===== src/rtl/srl_pkg.sv =====
package srl_pkg;

    // number of learning counters and their slots; each fill count sits
    // directly below its matching hit count so pairs can be indexed as 2b, 2b+1
    localparam int NUM_CNT  = 8;
    localparam int NUM_BIN  = 3;
    localparam int C_FILL_Z  = 0;
    localparam int C_HIT_Z   = 1;
    localparam int C_FILL_E0 = 2;
    localparam int C_HIT_E0  = 3;
    localparam int C_FILL_E1 = 4;
    localparam int C_HIT_E1  = 5;
    localparam int C_PROD    = 6;
    localparam int C_CONS    = 7;

    typedef enum logic [1:0] {
        STR_OTHER = 2'd0,
        STR_DEPTH = 2'd1,
        STR_TEX   = 2'd2,
        STR_RT    = 2'd3
    } stream_e;

    typedef enum logic [1:0] {
        EP_E0    = 2'd0,
        EP_E1    = 2'd1,
        EP_E2P   = 2'd2,
        EP_RTOWN = 2'd3
    } epoch_e;

    typedef enum logic [1:0] {
        REUSE_LOW  = 2'd0,
        REUSE_MED  = 2'd1,
        REUSE_HIGH = 2'd2
    } reuse_e;

endpackage


===== src/rtl/srl_event_decode.sv =====
module srl_event_decode
    import srl_pkg::*;
#(
    parameter int SET_W        = 10,
    parameter int SAMP_BITS    = 5,
    parameter int SAMP_PATTERN = 0
) (
    input  logic               clk,
    input  logic               rst_n,
    input  logic               evt_valid,
    input  logic               evt_hit,
    input  logic [1:0]         evt_stream,
    input  logic [1:0]         evt_epoch,
    input  logic [SET_W-1:0]   set_idx,
    output logic               samp,
    output logic               tick,
    output logic [NUM_CNT-1:0] inc
);

    localparam logic [SAMP_BITS-1:0] PAT = SAMP_BITS'(SAMP_PATTERN);

    always_comb begin
        samp = (set_idx[SAMP_BITS-1:0] == PAT);
        tick = evt_valid && samp;
        inc  = '0;
        if (tick) begin
            case (evt_stream)
                STR_DEPTH: begin
                    if (evt_hit) inc[C_HIT_Z]  = 1'b1;
                    else         inc[C_FILL_Z] = 1'b1;
                end
                STR_TEX: begin
                    if (!evt_hit) begin
                        inc[C_FILL_E0] = 1'b1;
                    end else begin
                        case (evt_epoch)
                            EP_E0: begin
                                inc[C_HIT_E0]  = 1'b1;
                                inc[C_FILL_E1] = 1'b1;
                            end
                            EP_E1:    inc[C_HIT_E1] = 1'b1;
                            EP_RTOWN: begin
                                inc[C_FILL_E0] = 1'b1;
                                inc[C_CONS]    = 1'b1;
                            end
                            default: ;
                        endcase
                    end
                end
                STR_RT: begin
                    if (!evt_hit) inc[C_PROD] = 1'b1;
                end
                default: ;
            endcase
        end
    end


    consume_pair_chk: assert property (@(posedge clk) disable iff (!rst_n)
        inc[C_CONS] |-> inc[C_FILL_E0]);


    e0_hit_pair_chk: assert property (@(posedge clk) disable iff (!rst_n)
        inc[C_HIT_E0] |-> inc[C_FILL_E1]);


    single_event_chk: assert property (@(posedge clk) disable iff (!rst_n)
        $countones(inc) <= 2);

endmodule


===== src/rtl/srl_counter_bank.sv =====
module srl_counter_bank
    import srl_pkg::*;
#(
    parameter int CNT_W  = 8,
    parameter int INTV_W = 7
) (
    input  logic                          clk,
    input  logic                          rst_n,
    input  logic                          tick,
    input  logic [NUM_CNT-1:0]            inc,
    output logic [NUM_CNT-1:0][CNT_W-1:0] cnt
);

    localparam logic [CNT_W-1:0]  CNT_MAX   = '1;
    localparam logic [INTV_W-1:0] INTV_LAST = '1;

    typedef struct packed {
        logic [INTV_W-1:0]            intv;
        logic [NUM_CNT-1:0][CNT_W-1:0] cnt;
    } bank_t;

    bank_t st_d, st_q;
    logic  halve;
    logic [NUM_CNT-1:0][CNT_W-1:0] base_v;

    always_comb begin
        st_d  = st_q;
        halve = tick && (st_q.intv == INTV_LAST);
        if (tick) st_d.intv = st_q.intv + 1'b1;
        for (int i = 0; i < NUM_CNT; i++) begin
            base_v[i] = halve ? (st_q.cnt[i] >> 1) : st_q.cnt[i];
            if (inc[i] && (base_v[i] != CNT_MAX)) st_d.cnt[i] = base_v[i] + 1'b1;
            else                                  st_d.cnt[i] = base_v[i];
        end
    end

    always_ff @(posedge clk) begin
        if (!rst_n) st_q <= '0;
        else        st_q <= st_d;
    end

    assign cnt = st_q.cnt;

    for (genvar g = 0; g < NUM_CNT; g++) begin : g_chk

        halve_drop_chk: assert property (@(posedge clk) disable iff (!rst_n)
            halve |=> (32'(cnt[g]) <= 32'($past(cnt[g]) >> 1) + 32'd1));

        idle_hold_chk: assert property (@(posedge clk) disable iff (!rst_n)
            !tick |=> $stable(cnt[g]));

        no_overflow_chk: assert property (@(posedge clk) disable iff (!rst_n)
            (cnt[g] == CNT_MAX && !halve) |=> cnt[g] == CNT_MAX);
    end

endmodule


===== src/rtl/srl_hint_calc.sv =====
module srl_hint_calc
    import srl_pkg::*;
#(
    parameter int CNT_W        = 8,
    parameter int T_SHIFT      = 3,
    parameter int RT_LO_SHIFT  = 4,
    parameter int RT_MED_SHIFT = 3
) (
    input  logic                          clk,
    input  logic                          rst_n,
    input  logic [NUM_CNT-1:0][CNT_W-1:0] cnt,
    output logic [NUM_BIN-1:0][1:0]       bin_class,
    output logic [1:0]                    rt_class
);

    localparam int MAX_SH = (T_SHIFT > RT_LO_SHIFT) ? T_SHIFT : RT_LO_SHIFT;
    localparam int WIDE_W = CNT_W + MAX_SH + 1;

    for (genvar b = 0; b < NUM_BIN; b++) begin : g_bin
        logic [WIDE_W-1:0] fill_w, hit_w;
        assign fill_w = WIDE_W'(cnt[2*b]);
        assign hit_w  = WIDE_W'(cnt[2*b+1]) << T_SHIFT;
        assign bin_class[b] = (fill_w > hit_w) ? REUSE_LOW : REUSE_HIGH;


        bin_code_chk: assert property (@(posedge clk) disable iff (!rst_n)
            bin_class[b] != REUSE_MED && bin_class[b] != 2'd3);
    end

    logic [WIDE_W-1:0] prod_w, cons_lo_w, cons_med_w;

    always_comb begin
        prod_w     = WIDE_W'(cnt[C_PROD]);
        cons_lo_w  = WIDE_W'(cnt[C_CONS]) << RT_LO_SHIFT;
        cons_med_w = WIDE_W'(cnt[C_CONS]) << RT_MED_SHIFT;
        if (prod_w > cons_lo_w)       rt_class = REUSE_LOW;
        else if (prod_w > cons_med_w) rt_class = REUSE_MED;
        else                          rt_class = REUSE_HIGH;
    end


    rt_code_chk: assert property (@(posedge clk) disable iff (!rst_n)
        rt_class != 2'd3);


    rt_idle_chk: assert property (@(posedge clk) disable iff (!rst_n)
        (cnt[C_PROD] == '0) |-> rt_class == REUSE_HIGH);

endmodule


===== src/rtl/stream_reuse_learner.sv =====
module stream_reuse_learner
    import srl_pkg::*;
#(
    parameter int SET_W        = 10,
    parameter int SAMP_BITS    = 5,
    parameter int SAMP_PATTERN = 0,
    parameter int CNT_W        = 8,
    parameter int INTV_W       = 7,
    parameter int T_SHIFT      = 3,
    parameter int RT_LO_SHIFT  = 4,
    parameter int RT_MED_SHIFT = 3
) (
    input  logic             clk,
    input  logic             rst_n,
    input  logic             evt_valid,
    input  logic             evt_hit,
    input  logic [1:0]       evt_stream,
    input  logic [1:0]       evt_epoch,
    input  logic [SET_W-1:0] set_idx,
    output logic             sample_set,
    output logic [1:0]       z_class,
    output logic [1:0]       tex_e0_class,
    output logic [1:0]       tex_e1_class,
    output logic [1:0]       rt_class
);

    logic                          tick;
    logic [NUM_CNT-1:0]            inc;
    logic [NUM_CNT-1:0][CNT_W-1:0] cnt;
    logic [NUM_BIN-1:0][1:0]       bin_class;

    srl_event_decode #(
        .SET_W(SET_W), .SAMP_BITS(SAMP_BITS), .SAMP_PATTERN(SAMP_PATTERN)
    ) u_dec (
        .clk(clk), .rst_n(rst_n), .evt_valid(evt_valid), .evt_hit(evt_hit),
        .evt_stream(evt_stream), .evt_epoch(evt_epoch), .set_idx(set_idx),
        .samp(sample_set), .tick(tick), .inc(inc)
    );

    srl_counter_bank #(.CNT_W(CNT_W), .INTV_W(INTV_W)) u_bank (
        .clk(clk), .rst_n(rst_n), .tick(tick), .inc(inc), .cnt(cnt)
    );

    srl_hint_calc #(
        .CNT_W(CNT_W), .T_SHIFT(T_SHIFT),
        .RT_LO_SHIFT(RT_LO_SHIFT), .RT_MED_SHIFT(RT_MED_SHIFT)
    ) u_hint (
        .clk(clk), .rst_n(rst_n), .cnt(cnt),
        .bin_class(bin_class), .rt_class(rt_class)
    );

    assign z_class      = bin_class[0];
    assign tex_e0_class = bin_class[1];
    assign tex_e1_class = bin_class[2];


    rt_blend_chk: assert property (@(posedge clk) disable iff (!rst_n)
        (evt_valid && evt_stream == STR_RT && evt_hit) |=> $stable(cnt[C_PROD]) || $past(cnt[C_PROD] != '0));


    reset_class_chk: assert property (@(posedge clk)
        $past(!rst_n) |-> (z_class == REUSE_HIGH && rt_class == REUSE_HIGH));

endmodule


===== config.mk =====
export PLATFORM = sky130hd
export DESIGN_NAME = stream_reuse_learner
export DESIGN_NICKNAME = d
export VERILOG_FILES = /design/src/rtl/srl_pkg.sv /design/src/rtl/srl_event_decode.sv /design/src/rtl/srl_counter_bank.sv /design/src/rtl/srl_hint_calc.sv /design/src/rtl/stream_reuse_learner.sv
export SDC_FILE = /design/constraint.sdc
export NUM_CORES = 1
export LEC_CHECK = 0
export ABC_AREA = 1
export BUFFER_PORTS_ARGS = -buffer_cell sky130_fd_sc_hd__buf_2
export CORE_MARGIN = 3
export CORE_UTILIZATION = 40
export CTS_CLUSTER_DIAMETER = 30
export DETAILED_ROUTE_END_ITERATION = 16
export GPL_TIMING_DRIVEN = 0
export PLACE_DENSITY = 0.66
export SYNTH_ARGS = -nofsm -noshare
export SYNTH_HDL_FRONTEND = slang
export SYNTH_SLANG_ARGS = --single-unit
export TNS_END_PERCENT = 10

===== constraint.sdc =====
create_clock -name clk -period 2.7 [get_ports clk]
set_clock_uncertainty 0.2 [all_clocks]
set_input_delay 0.675 -clock clk [delete_from_list [all_inputs] [get_ports clk]]
set_output_delay 0.675 -clock clk [all_outputs]
set_load 0.1 [all_outputs]

==> summary.txt <==
Worst setup path
  – Slowest-stage cell, CP: dfxtp_2
  – Worst Path Arrival: 1910 ps
  – Maximum net fanout on the critical path: 3
  – CP Launch Type: flip-flop
  – RR Startpoint: u_bank.st_q[64]
  – Worst-path cell chain: inv_1 > ha_1 > nand2_1 > o21a_1 > a211oi_4 > a31oi_2 > buf_6
  – Setup CP Type: reg -> out
  – R2r setup slk: 240 ps
  – R2r endpoint: u_bank.cnt[55]
  – CP endpoint kind: output pin
  – Reg2Reg Depth: 15
  – CP Data Required Time: 1820 ps
  – Critical path's largest stage delay: 330 ps

Floorplan
  – Core ar.: 0.01393 sq mm
  – DIE AREA: 0.01579 sq mm
  – Die Width: 125.6 um
  – Die height: 125.6 um
  – Starting Density: 0.4109
  – Num rows: 43
  – IO Count: 27

STA
  – RSZ-0062 raised after global routing: true
  – Maximum clock rate: 359.4 MHz
  – Final-report max-slew violation count: 0
  – Final min period: 2783 ps
  – Final setup fails: 3
  – Final Hold Viols: 0
  – Final Worst Setup Slack: -82.77 ps
  – Worst slew margin: 0.4607
  – Worst-Margin Slew: 809.0 ps
  – Post-route clock period utilization: 1.031

Clock tree
  – Setup Fix Bufs, Post-CTS: 0
  – Skew-Pair Late Insertion Delay: 350 ps
  – CTS Buf Count: 9
  – Clock Tree Buf Depth: 2
  – CTS Root Cell: clkbuf_16
  – # hold bufs at CTS: 0
  – CTS tree: built
  – Clock Sinks: 71
  – Worst-path clk slew: 60 ps
  – CTS H-tree lvls: 3

Place
  – Placed cell count: 1,145
  – Buffers on Ports: 16
  – Routability congestion estimate: 0.8816
  – Dpl ws: -192.6 ps
  – DP Area: 0.006111 sq mm
  – Post-DP HPWL: 12.13 mm

Synthesis
  – Top-area cell type share of the netlist area: 0.2483
  – Synth Cell Area: 0.005725 sq mm
  – Synth Flop Type: dfxtp_1
  – Number of flops mapped to enable cells by yosys: 0
  – Synth top area cells: dfxtp_1, nand2_1, nand3_1
  – Sequential area share after synthesis: 0.2483
  – Synth unique cells: 42
  – Top cell type by total area after synthesis: dfxtp_1
  – Syn avg cell area: 6.046 sq um
  – Async S/R FF share, synth: 0
  – Synthesized flop and latch total: 71
  – Gate Count Post-Synth: 947
  – Synth warn: 0

GRT
  – First-pass GRT wire length: 27.59 mm
  – Overflow after GRT: 0
  – Total GRT Usage: 0.2176
  – Via count of the first global-routing pass: 5,374
  – Largest net degree at the start of global routing: 13
  – Initial antenna violation count: 0

Pwr
  – Worst vdd ir: 0.2793 mV
  – PwrDens: 383.5 mW/mm^2
  – Overall Power: 0.002517 W
  – Pleak: 3.018 nW

Min path
  – Hold Path Cell Cnt: 2
  – Hold EP: u_bank.st_q[70]
  – Hold Path Origin: u_bank.st_q[70]
  – Worst min path class: reg -> reg

Layout
  – P&R area growth vs syn: 14.64%
  – Nets: 1,019
  – Design Area, Final: 0.006564 sq mm
  – Util after Layout: 0.4710
  – Layout cell share with drive strength beyond 1: 0.1549
  – Non-Filler Instances: 1,161
  – Number of diodes: 0

Route
  – Number of DRC markers in iteration 0: 439
  – Post-DRT Antenna Nets: 0
  – Detailed Route WL: 16.91 mm
  – Via/cell ratio: 5.214
  – Routed length per instance: 14.56 um
  – DRC: 0
  – Vias post-DR: 6,053
  – DR pass1 iterations: 5

Job
  – Max-Cap Viols: 0

Run status
  – Failing checks: setup timing
  – Status: complete, but fails checks
## kinds of logic after synthesis
family	after synthesis	synth area share
AOI/OAI and AO/OA	91	0.09156
xor gates and xnor gates	4	0.006120
adders and majority gates	25	0.05463
buffers and inverters	163	0.1254
DFF	71	0.2483
other	1	0.0006550
and+or+nand+nor	592	0.4733
## power breakdown
group / switching (W) / internal, W
logic: 0.0000878 / 0.0000282
registers: 0.000000743 / 0.00105
clock network: 0.000493 / 0.000860
## critical path: cells and delay by family, from the launching register on
| family | cells | cell delay [ps] |
|---|---|---|
| buf+inv | 2 | 280 |
| flops | 1 | 330 |
| compound gates | 3 | 580 |
| fa+ha+maj | 1 | 300 |
| simple gates | 1 | 70 |
## how the worst max path moves through the flow
| stage | start | endpoint | slack (ps) |
|---|---|---|---|
| floorplan | u_bank.cnt[59] | rt_class[1] | -190 |
| global placement | set_idx[3] | u_bank.cnt[14] | -170 |
| detailed placement | set_idx[3] | u_bank.cnt[14] | -190 |
| CTS | u_bank.cnt[57] | rt_class[1] | -90 |
| global route | u_bank.cnt[59] | rt_class[1] | -180 |
| finish | u_bank.cnt[59] | rt_class[1] | -80 |
## layer usage
layer | GRT usage | wire length [um] | share of wire
met1 | 0.2952 | 7861 | 0.47
met2 | 0.3398 | 7620 | 0.45
met3 | 0.04835 | 979 | 0.058
met4 | 0.08036 | 444 | 0.026
met5 | 0 | 0 | 0
## timing repair
action | 4_1_cts | 5_1_grt
resized for setup | 21 | 16
setup endpoints to repair | 5 | 8
pin swaps | 0 | 7
## cells in the mapped netlist (3+ instances only)
cell      count
a21oi_1      45
a31oi_1       7
buf_2        16
buf_4         7
buf_6         8
clkbuf_1      6
dfxtp_1      71
ha_1         25
inv_1       116
inv_2         8
nand2_1     274
nand2_2      23
nand3_1     126
nand3b_1     10
nand4_1      19
nor2_1      102
nor2_2        8
nor2_4        9
nor3_1       10
o21ai_0      14
o21ai_1       5
o21ai_2       4
o21bai_1      3
o221ai_1      3
xor2_1        3
## layout by cell type, fill, tap and decap left out, types with 3 or more instances in the layout
cell type,instances
xor2_1,3
inv_2,11
clkbuf_16,9
nor4_4,3
dfxtp_1,62
conb_1,3
buf_2,25
buf_6,12
nor3_1,9
o21bai_1,3
a21oi_1,45
o21ai_1,5
nor2_4,12
nand3_1,125
inv_1,113
ha_1,22
nand3b_1,10
nand3_2,3
nand2_2,26
o21ai_0,14
o21ai_2,4
a31oi_1,6
nor2_2,8
nand2_1,271
nor2_1,99
dfxtp_2,9
buf_4,7
nand4_1,19
clkbuf_1,6
## through the flow
| step | TNS, ps | hold WS, ps |
|---|---|---|
| detailed placement | -3666 | 273.6 |
| global placement | -2504 | 268.0 |
| global route | -575.9 | 329.4 |
| finish | -170.1 | 286.7 |
| CTS | -230.4 | 288.1 |
| floorplan | -201.4 | 237.5 |
## state kept, by name (all words and copies together), names as in the netlist
register / flops
u_bank.st_q: 7
u_bank.cnt: 64
## final cells by class
type                    instances  area (sq um)
plain buffers                  39         261.5
clock buffers                  11         252.7
clock inverters                 5         78.83
fillers                      1449          7371
inverters                     124         465.4
multi-input cells             715          3719
flip-flops and latches         71          1433
well taps                     180         225.2
repair buffers                 16         128.9
Note: power is estimated with default switching activity, not from simulation.
